<file path="src/rtl/i2c_regfile_pkg.sv">
package i2c_regfile_pkg;

   typedef enum logic [3:0] {
      ST_IDLE,
      ST_DEV,
      ST_DEV_ACK,
      ST_BASE,
      ST_BASE_ACK,
      ST_WR,
      ST_WR_ACK,
      ST_TX,
      ST_TX_ACK,
      ST_SKIP
   } rf_state_e;

   localparam int BYTE_W = 8;

endpackage

</file>
<file path="src/rtl/i2c_line_sync.sv">
module i2c_line_sync #(
   parameter int STAGES = 2
) (
   input  logic clk,
   input  logic rst_n,
   input  logic scl_i,
   input  logic sda_i,
   output logic scl_rise,
   output logic scl_fall,
   output logic sda_lvl,
   output logic start_det,
   output logic stop_det
);

   generate
      if (STAGES < 2) begin : g_bad_stages
         $error("i2c_line_sync: STAGES must be at least 2");
      end
   endgenerate

   logic [STAGES-1:0] scl_pipe;
   logic [STAGES-1:0] sda_pipe;
   logic              scl_q;
   logic              sda_q;
   logic              scl_s;
   logic              sda_s;

   always_ff @(posedge clk or negedge rst_n) begin
      if (!rst_n) begin
         scl_pipe <= '1;
         sda_pipe <= '1;
         scl_q    <= 1'b1;
         sda_q    <= 1'b1;
      end else begin
         scl_pipe <= {scl_pipe[STAGES-2:0], scl_i};
         sda_pipe <= {sda_pipe[STAGES-2:0], sda_i};
         scl_q    <= scl_s;
         sda_q    <= sda_s;
      end
   end

   assign scl_s     = scl_pipe[STAGES-1];
   assign sda_s     = sda_pipe[STAGES-1];
   assign sda_lvl   = sda_s;
   assign scl_rise  = scl_s & ~scl_q;
   assign scl_fall  = ~scl_s & scl_q;
   assign start_det = scl_s & scl_q & sda_q & ~sda_s;
   assign stop_det  = scl_s & scl_q & ~sda_q & sda_s;

endmodule

</file>
<file path="src/rtl/i2c_regfile_bank.sv">
module i2c_regfile_bank #(
   parameter int NUM_REGS = 26,
   parameter int PTR_W    = $clog2(NUM_REGS)
) (
   input  logic                  clk,
   input  logic                  rst_n,
   input  logic                  wr_en,
   input  logic [PTR_W-1:0]      wr_idx,
   input  logic [7:0]            wr_byte,
   input  logic [PTR_W-1:0]      rd_idx,
   output logic [7:0]            rd_byte,
   output logic [NUM_REGS*8-1:0] regs_flat
);

   generate
      for (genvar g = 0; g < NUM_REGS; g++) begin : g_cell
         logic [7:0] cell_q;
         always_ff @(posedge clk or negedge rst_n) begin
            if (!rst_n) begin
               cell_q <= '0;
            end else if (wr_en && wr_idx == PTR_W'(g)) begin
               cell_q <= wr_byte;
            end
         end
         assign regs_flat[g*8 +: 8] = cell_q;
      end
   endgenerate

   always_comb begin
      rd_byte = '0;
      for (int i = 0; i < NUM_REGS; i++) begin
         if (rd_idx == PTR_W'(i)) rd_byte = regs_flat[i*8 +: 8];
      end
   end

   // the write index handed over by the protocol engine stays in the bank
   assert_wr_idx_R5: assert property (@(posedge clk) disable iff (!rst_n)
      wr_en |-> (int'(wr_idx) < NUM_REGS));

endmodule

</file>
<file path="src/rtl/i2c_regfile_fsm.sv">
module i2c_regfile_fsm
   import i2c_regfile_pkg::*;
#(
   parameter int           NUM_REGS    = 26,
   parameter int           PTR_W       = $clog2(NUM_REGS),
   parameter logic [5:0]   DEV_ADDR_HI = 6'b101101
) (
   input  logic             clk,
   input  logic             rst_n,
   input  logic             strap_i,
   input  logic             scl_rise,
   input  logic             scl_fall,
   input  logic             sda_lvl,
   input  logic             start_det,
   input  logic             stop_det,
   input  logic [7:0]       rd_byte,
   output logic             wr_en,
   output logic [PTR_W-1:0] wr_idx,
   output logic [7:0]       wr_byte,
   output logic [PTR_W-1:0] rd_idx,
   output logic             sda_pull
);

   localparam logic [7:0]       LAST_B = 8'(NUM_REGS - 1);
   localparam logic [PTR_W-1:0] LAST_P = PTR_W'(NUM_REGS - 1);

   rf_state_e        state_q;
   logic [2:0]       bit_q;
   logic [7:0]       shift_q;
   logic [7:0]       tx_q;
   logic [PTR_W-1:0] ptr_q;
   logic             pull_q;
   logic             dir_rd_q;
   logic             ack_half_q;

   logic [7:0]       byte_in;
   logic             byte_done;
   logic             bus_evt;
   logic             dev_hit;
   logic             base_ok;
   logic             base_load;
   logic [PTR_W-1:0] ptr_next;

   assign byte_in   = {shift_q[6:0], sda_lvl};
   assign byte_done = scl_rise && (bit_q == 3'd7);
   assign bus_evt   = start_det | stop_det;
   assign dev_hit   = (byte_in[7:1] == {DEV_ADDR_HI, strap_i});
   assign base_ok   = (byte_in <= LAST_B);
   assign ptr_next  = (ptr_q == LAST_P) ? ptr_q : ptr_q + PTR_W'(1);
   assign wr_en     = !bus_evt && (state_q == ST_WR) && byte_done;
   assign base_load = !bus_evt && (state_q == ST_BASE) && byte_done && base_ok;
   assign wr_idx    = ptr_q;
   assign wr_byte   = byte_in;
   assign rd_idx    = ptr_q;
   assign sda_pull  = pull_q;

   always_ff @(posedge clk or negedge rst_n) begin
      if (!rst_n) begin
         state_q    <= ST_IDLE;
         bit_q      <= '0;
         shift_q    <= '0;
         tx_q       <= '0;
         ptr_q      <= '0;
         pull_q     <= 1'b0;
         dir_rd_q   <= 1'b0;
         ack_half_q <= 1'b0;
      end else if (start_det) begin
         state_q    <= ST_DEV;
         bit_q      <= '0;
         pull_q     <= 1'b0;
         ack_half_q <= 1'b0;
      end else if (stop_det) begin
         state_q    <= ST_IDLE;
         bit_q      <= '0;
         pull_q     <= 1'b0;
         ack_half_q <= 1'b0;
      end else begin
         unique case (state_q)
            ST_DEV, ST_BASE, ST_WR: begin
               if (scl_rise) begin
                  shift_q <= byte_in;
                  bit_q   <= bit_q + 3'd1;
               end
               if (byte_done) begin
                  ack_half_q <= 1'b0;
                  if (state_q == ST_DEV) begin
                     if (dev_hit) begin
                        dir_rd_q <= byte_in[0];
                        state_q  <= ST_DEV_ACK;
                     end else begin
                        state_q  <= ST_SKIP;
                     end
                  end else if (state_q == ST_BASE) begin
                     if (base_ok) begin
                        ptr_q   <= byte_in[PTR_W-1:0];
                        state_q <= ST_BASE_ACK;
                     end else begin
                        state_q <= ST_SKIP;
                     end
                  end else begin
                     ptr_q   <= ptr_next;
                     state_q <= ST_WR_ACK;
                  end
               end
            end
            ST_DEV_ACK, ST_BASE_ACK, ST_WR_ACK: begin
               if (scl_fall) begin
                  if (!ack_half_q) begin
                     pull_q     <= 1'b1;
                     ack_half_q <= 1'b1;
                  end else begin
                     ack_half_q <= 1'b0;
                     bit_q      <= '0;
                     if (state_q == ST_DEV_ACK && dir_rd_q) begin
                        state_q <= ST_TX;
                        tx_q    <= rd_byte;
                        pull_q  <= ~rd_byte[7];
                     end else begin
                        pull_q  <= 1'b0;
                        state_q <= (state_q == ST_DEV_ACK) ? ST_BASE : ST_WR;
                     end
                  end
               end
            end
            ST_TX: begin
               if (scl_fall) begin
                  if (bit_q == 3'd7) begin
                     pull_q     <= 1'b0;
                     bit_q      <= '0;
                     ptr_q      <= ptr_next;
                     ack_half_q <= 1'b0;
                     state_q    <= ST_TX_ACK;
                  end else begin
                     tx_q   <= {tx_q[6:0], 1'b0};
                     pull_q <= ~tx_q[6];
                     bit_q  <= bit_q + 3'd1;
                  end
               end
            end
            ST_TX_ACK: begin
               if (!ack_half_q && scl_rise) begin
                  if (sda_lvl) state_q <= ST_SKIP;
                  else         ack_half_q <= 1'b1;
               end else if (ack_half_q && scl_fall) begin
                  ack_half_q <= 1'b0;
                  bit_q      <= '0;
                  tx_q       <= rd_byte;
                  pull_q     <= ~rd_byte[7];
                  state_q    <= ST_TX;
               end
            end
            default: begin
            end
         endcase
      end
   end

   // the pointer stays inside the bank
   assert_ptr_cap_R5: assert property (@(posedge clk) disable iff (!rst_n)
      ptr_q <= LAST_P);

   // besides a base load, the pointer only ever steps by one
   assert_ptr_step_R4: assert property (@(posedge clk) disable iff (!rst_n)
      (ptr_q != $past(ptr_q)) && !$past(base_load) |-> ptr_q == $past(ptr_q) + PTR_W'(1));

   // a refused base byte leaves the pointer where it was
   assert_badbase_keep_R6: assert property (@(posedge clk) disable iff (!rst_n)
      (state_q == ST_BASE) && byte_done && !base_ok && !bus_evt |=> $stable(ptr_q));

   // the pull enable moves only after SCL fell or on a bus condition
   assert_pull_on_fall_R11: assert property (@(posedge clk) disable iff (!rst_n)
      !$stable(pull_q) |-> $past(scl_fall) || $past(start_det) || $past(stop_det));

   // an unaddressed slave is silent and stores nothing
   assert_skip_quiet_R3: assert property (@(posedge clk) disable iff (!rst_n)
      (state_q == ST_SKIP) |-> !pull_q && !wr_en);

   // a master NACK on read releases the line
   assert_nack_release_R9: assert property (@(posedge clk) disable iff (!rst_n)
      (state_q == ST_TX_ACK) && !ack_half_q && scl_rise && sda_lvl && !bus_evt |=> !pull_q);

endmodule

</file>
<file path="src/rtl/i2c_regfile_slave.sv">
module i2c_regfile_slave #(
   parameter int         NUM_REGS    = 26,
   parameter int         SYNC_STAGES = 2,
   parameter logic [5:0] DEV_ADDR_HI = 6'b101101
) (
   input  logic                  clk,
   input  logic                  rst_n,
   input  logic                  scl_i,
   input  logic                  sda_i,
   input  logic                  addr_sel_i,
   output logic                  sda_pull_o,
   output logic [NUM_REGS*8-1:0] regs_o
);

   localparam int PTR_W = (NUM_REGS > 1) ? $clog2(NUM_REGS) : 1;

   generate
      if (NUM_REGS < 2 || NUM_REGS > 256) begin : g_bad_depth
         $error("i2c_regfile_slave: NUM_REGS must lie in 2..256");
      end
   endgenerate

   logic             scl_rise;
   logic             scl_fall;
   logic             sda_lvl;
   logic             start_det;
   logic             stop_det;
   logic             wr_en;
   logic [PTR_W-1:0] wr_idx;
   logic [7:0]       wr_byte;
   logic [PTR_W-1:0] rd_idx;
   logic [7:0]       rd_byte;

   i2c_line_sync #(
      .STAGES (SYNC_STAGES)
   ) u_sync (
      .clk       (clk),
      .rst_n     (rst_n),
      .scl_i     (scl_i),
      .sda_i     (sda_i),
      .scl_rise  (scl_rise),
      .scl_fall  (scl_fall),
      .sda_lvl   (sda_lvl),
      .start_det (start_det),
      .stop_det  (stop_det)
   );

   i2c_regfile_fsm #(
      .NUM_REGS    (NUM_REGS),
      .PTR_W       (PTR_W),
      .DEV_ADDR_HI (DEV_ADDR_HI)
   ) u_fsm (
      .clk       (clk),
      .rst_n     (rst_n),
      .strap_i   (addr_sel_i),
      .scl_rise  (scl_rise),
      .scl_fall  (scl_fall),
      .sda_lvl   (sda_lvl),
      .start_det (start_det),
      .stop_det  (stop_det),
      .rd_byte   (rd_byte),
      .wr_en     (wr_en),
      .wr_idx    (wr_idx),
      .wr_byte   (wr_byte),
      .rd_idx    (rd_idx),
      .sda_pull  (sda_pull_o)
   );

   i2c_regfile_bank #(
      .NUM_REGS (NUM_REGS),
      .PTR_W    (PTR_W)
   ) u_bank (
      .clk       (clk),
      .rst_n     (rst_n),
      .wr_en     (wr_en),
      .wr_idx    (wr_idx),
      .wr_byte   (wr_byte),
      .rd_idx    (rd_idx),
      .rd_byte   (rd_byte),
      .regs_flat (regs_o)
   );

endmodule

</file>
<file path="config.mk">
export PLATFORM = sky130hd
export DESIGN_NAME = i2c_regfile_slave
export DESIGN_NICKNAME = d
export VERILOG_FILES = /design/src/rtl/i2c_regfile_pkg.sv /design/src/rtl/i2c_line_sync.sv /design/src/rtl/i2c_regfile_bank.sv /design/src/rtl/i2c_regfile_fsm.sv /design/src/rtl/i2c_regfile_slave.sv
export SDC_FILE = /design/constraint.sdc
export NUM_CORES = 1
export LEC_CHECK = 0
export BUFFER_PORTS_ARGS = -buffer_cell sky130_fd_sc_hd__buf_2
export CELL_PAD_IN_SITES_DETAIL_PLACEMENT = 1
export CELL_PAD_IN_SITES_GLOBAL_PLACEMENT = 1
export CORE_MARGIN = 8
export CORE_UTILIZATION = 35
export DETAILED_ROUTE_END_ITERATION = 8
export MAX_ROUTING_LAYER = met4
export PLACE_DENSITY = 0.64
export SLEW_MARGIN = 10
export SYNTH_ARGS = -nofsm -noshare
export SYNTH_HDL_FRONTEND = slang
export SYNTH_SLANG_ARGS = --single-unit
</file>
<file path="constraint.sdc">
create_clock -name clk -period 4.25 [get_ports clk]
set_input_delay 0.425 -clock clk [delete_from_list [all_inputs] [get_ports clk]]
set_output_delay 0.425 -clock clk [all_outputs]
set_load 0.005 [all_outputs]
</file>
==> run_results.csv <==
group,metric,value,unit
power_and_ir_drop,power.switching,1.94,mW
yosys,synth_area,12900,um2
place,dpl.hpwl,39.0,mm
floorplanning,design.portCount,214,
clocking,clockRootBuffer,"clkbuf_16",
timing,grt_setup_unrepaired,"false",
worst_setup_path,critPathCaptureType,"flop",
global_route,antenna_found_initial,1,
global_route,first_global_vias,11700,
global_route,overflow,0,
yosys,yosysTopAreaCell,"dfrtp_1",
yosys,synthFlopType,"dfrtp_1",
run_status,violations,"hold timing",
timing,fin_worst_skew,0.0127,ns
clocking,cts.reportedPaths.clkPinSlew,0.06,ns
timing,slew-limit-headroom,30.3,%
power_and_ir_drop,seq_power_share,43.6,%
yosys,async_flop_share,100,%
yosys,synth.avg_cell_area,10.7,um2
place,io_buffers,213,
worst_setup_path,r2r_cells,8,
routing,wl_per_cell,28.6,um
routing,num_vias,11100,
clocking,cts.sinks,243,
worst_setup_path,worst-setup-path-type,"reg -> reg",
final_layout,syn_to_final_growth,18.8,%
timing,period_share,77.6,%
floorplanning,die_h,208,um
clocking,h-tree-depth,1,
timing,whs,-0.0587,ns
power_and_ir_drop,clkPwrFrac,39.8,%
place,place_congestion,0.951,
worst_setup_path,critPathArrivalTime,3.74,ns
routing,via_per_inst,5.94,
global_route,track_usage,24.8,%
timing,hold_violations,3,
worst_setup_path,cp-start-kind,"flop",
worst_setup_path,cp.buffers_inverters,1,
power_and_ir_drop,vdd_drop_max,0.280,mV
clocking,post_cts_buffers,0,
clocking,cts_resized,0,
routing,drc,0,
power_and_ir_drop,internal_power,4.15,mW
worst_setup_path,r2r_slack,0.95,ns
final_layout,fin_nets,1397,
worst_setup_path,r2r_end,"u_fsm.tx_q[3]$_DFFE_PN0P_",
timing,slew_viol_final,0,
worst_setup_path,critPathLaunch,"u_fsm.rd_idx[0]$_DFFE_PN0P_",
final_layout,seq_area,6090,um2
yosys,synth_area_leaders,"dfrtp_1 46%, mux2_2 17%, nand2_1 3.2%",
global_route,grt_pass1_wl,80.5,mm
worst_setup_path,timing.rr.start,"u_fsm.rd_idx[0]$_DFFE_PN0P_",
routing,ant_nets,0,
yosys,yosysMostFrequentCell,"dfrtp_1",
floorplanning,die_area,43200,um2
yosys,synth_nets,1220,
yosys,ys_warn_count,0,
timing,worstMarginPinSlew,1.05,ns
power_and_ir_drop,combPwrFrac,16.6,%
timing,setup_viol,0,
power_and_ir_drop,pwr_density_cell,398,nW/um2
clocking,cts_max_path_buffers,3,
worst_setup_path,crit_fanout,51,
job,max_cap_violations,0,
yosys,yosys_register_bits,243,
yosys,synth_edf_count,0,
clocking,numCtsBuffers,28,
timing,max_freq,303,MHz
yosys,synth.distinct_cells,85,
floorplanning,start_util,35.3,%
worst_setup_path,crit_slowest_cell,"ha_2",
yosys,yosysSeqAreaShare,47.3,%
clocking,ctsHoldBuffers,2,
global_route,grt_max_degree,126,
yosys,syn_inst,1208,
power_and_ir_drop,p_sw_share,31.8,%
routing,drt-pass1-iter-count,5,
floorplanning,rows,70,
clocking,clk_latency,0.55,ns
worst_setup_path,required,4.70,ns
yosys,yosys-top-cells-count,"237 x dfrtp_1, 191 x mux2_2, 109 x nand2_1, 75 x o21ai_0",
routing,wl,53.7,mm
routing,drt_iter0_markers,878,
worst_setup_path,max_stage_delay,0.88,ns
final_layout,multi_input_area,6310,um2
worst_setup_path,crit_path_cell_trace,"inv_1, ha_2, nor2_1, a2111oi_0, o22ai_1, a311oi_2, o211ai_1, o21a_1",
timing,layout_min_cycle_time,3.30,ns
final_layout,layout-drive-gt1-share,36.3,%
clocking,cts_tree,"built",
min_path,hp-class,"in -> async",
floorplanning,core_area,36400,um2
worst_setup_path,path_delay_family,"compound AO/OA/AOI/OAI gates",
power_and_ir_drop,power_leakage,7.73,nW
final_layout,fillers,4060,
timing,tns,0,ns
yosys,synth_top_area_share,46.1,%
run_status,status,"finished with violations",
floorplanning,die_x,208,um
[cell usage in the layout, fill, tap and decap left out, types with 12 or more instances in the layout]
cell,Yosys,final
o22ai_1,17,17
nor3_1,21,21
nor2b_1,24,24
o211ai_1,13,13
inv_1,21,20
o221ai_1,13,13
mux2_2,191,191
nand3_1,24,24
nor2_1,47,47
o21ai_0,75,75
buf_4,2,25
dfrtp_1,237,234
clkbuf_16,0,29
buf_2,26,212
nand2_1,109,109
a221oi_1,12,12
nand2b_1,13,13
a21oi_1,60,60
[cells by family (layout without fill, tap and decap cells)]
| family | Yosys count | in the layout | share of synthesized area [%] |
|---|---|---|---|
| adders and majority gates | 7 | 7 | 0.680 |
| DFF | 243 | 243 | 47.3 |
| AOI/OAI and AO/OA | 298 | 298 | 15.6 |
| xor gates and xnor gates | 4 | 4 | 0.272 |
| and+or+nand+nor | 342 | 342 | 15.1 |
| buffers and inverters | 116 | 314 | 3.78 |
| other | 0 | 1 | 0 |
| muxes | 198 | 198 | 17.2 |
[per-stage QoR]
| step | cell area [um2] | cells | power (mW) | util (%) | worst slack (ns) |
|---|---|---|---|---|---|
| after floorplan | 12900 | 1208 | 3.23 | - | 1.60 |
| after global placement | 14400 | 1821 | 3.69 | 39.4 | 1.14 |
| after detailed placement | 14400 | 1821 | 3.70 | 39.4 | 1.03 |
| after CTS | 15300 | 1874 | 6.14 | 42.0 | 1.01 |
| after global routing | 15300 | 1875 | 6.33 | 42.0 | 0.691 |
| final | 15300 | 1875 | 6.09 | 42.0 | 0.951 |
[power groups by stage]
stage | sequential, mW | clock, mW | combinational, mW
after detailed placement | 2.69 | 0 | 1.01
after global placement | 2.69 | 0 | 0.996
after floorplan | 2.51 | 0 | 0.715
after CTS | 2.65 | 2.47 | 1.01
after global routing | 2.67 | 2.55 | 1.11
final | 2.66 | 2.42 | 1.01
[final cells by class]
| type | count | area share, % |
|---|---|---|
| diodes | 1 | 0.0164 |
| clock inverters | 11 | 0.573 |
| well taps | 468 | 3.83 |
| clock buffers | 40 | 5.41 |
| multi-input cells | 849 | 41.3 |
| inverters | 22 | 0.540 |
| flip-flops and latches | 243 | 39.8 |
| repair buffers | 241 | 8.52 |
[metal layers]
| layer | global-route usage [%] | vias to the layer above | share of wire [%] |
|---|---|---|---|
| met4 | 6.73 | 0 | 2.9 |
| met2 | 39.0 | 394 | 47 |
| met1 | 33.4 | 5795 | 45 |
| met3 | 3.03 | 79 | 5.1 |
| met5 | - | - | 0 |
| li1 | - | 4875 | - |
[registers in the layout (all words and copies together), names as in the netlist]
signal and flops:
u_fsm.rd_idx 5, u_sync.sda_pipe 2, u_sync.sda_q 1, u_fsm.dir_rd_q 1, u_fsm.state_q 4, u_sync.scl_q 1, u_fsm.ack_half_q 1, u_sync.scl_pipe 2
u_fsm.sda_pull 1, u_fsm.bit_q 3, u_fsm.tx_q 7, u_fsm.shift_q 7, u_bank.g_cell.cell_q 208
[worst max path at each step]
stage	endpoint	slack, ns	depth (start not counted)
detailed placement	u_fsm.tx_q[6]$_DFFE_PN0P_	1.03	7
CTS	u_fsm.tx_q[6]$_DFFE_PN0P_	1.01	7
finish	u_fsm.tx_q[3]$_DFFE_PN0P_	0.95	8
global route	u_fsm.tx_q[3]$_DFFE_PN0P_	0.69	8
global placement	u_fsm.tx_q[6]$_DFFE_PN0P_	1.14	9
floorplan	u_fsm.tx_q[0]$_DFFE_PN0P_	1.60	12
Power figures use the tool's default switching activity.
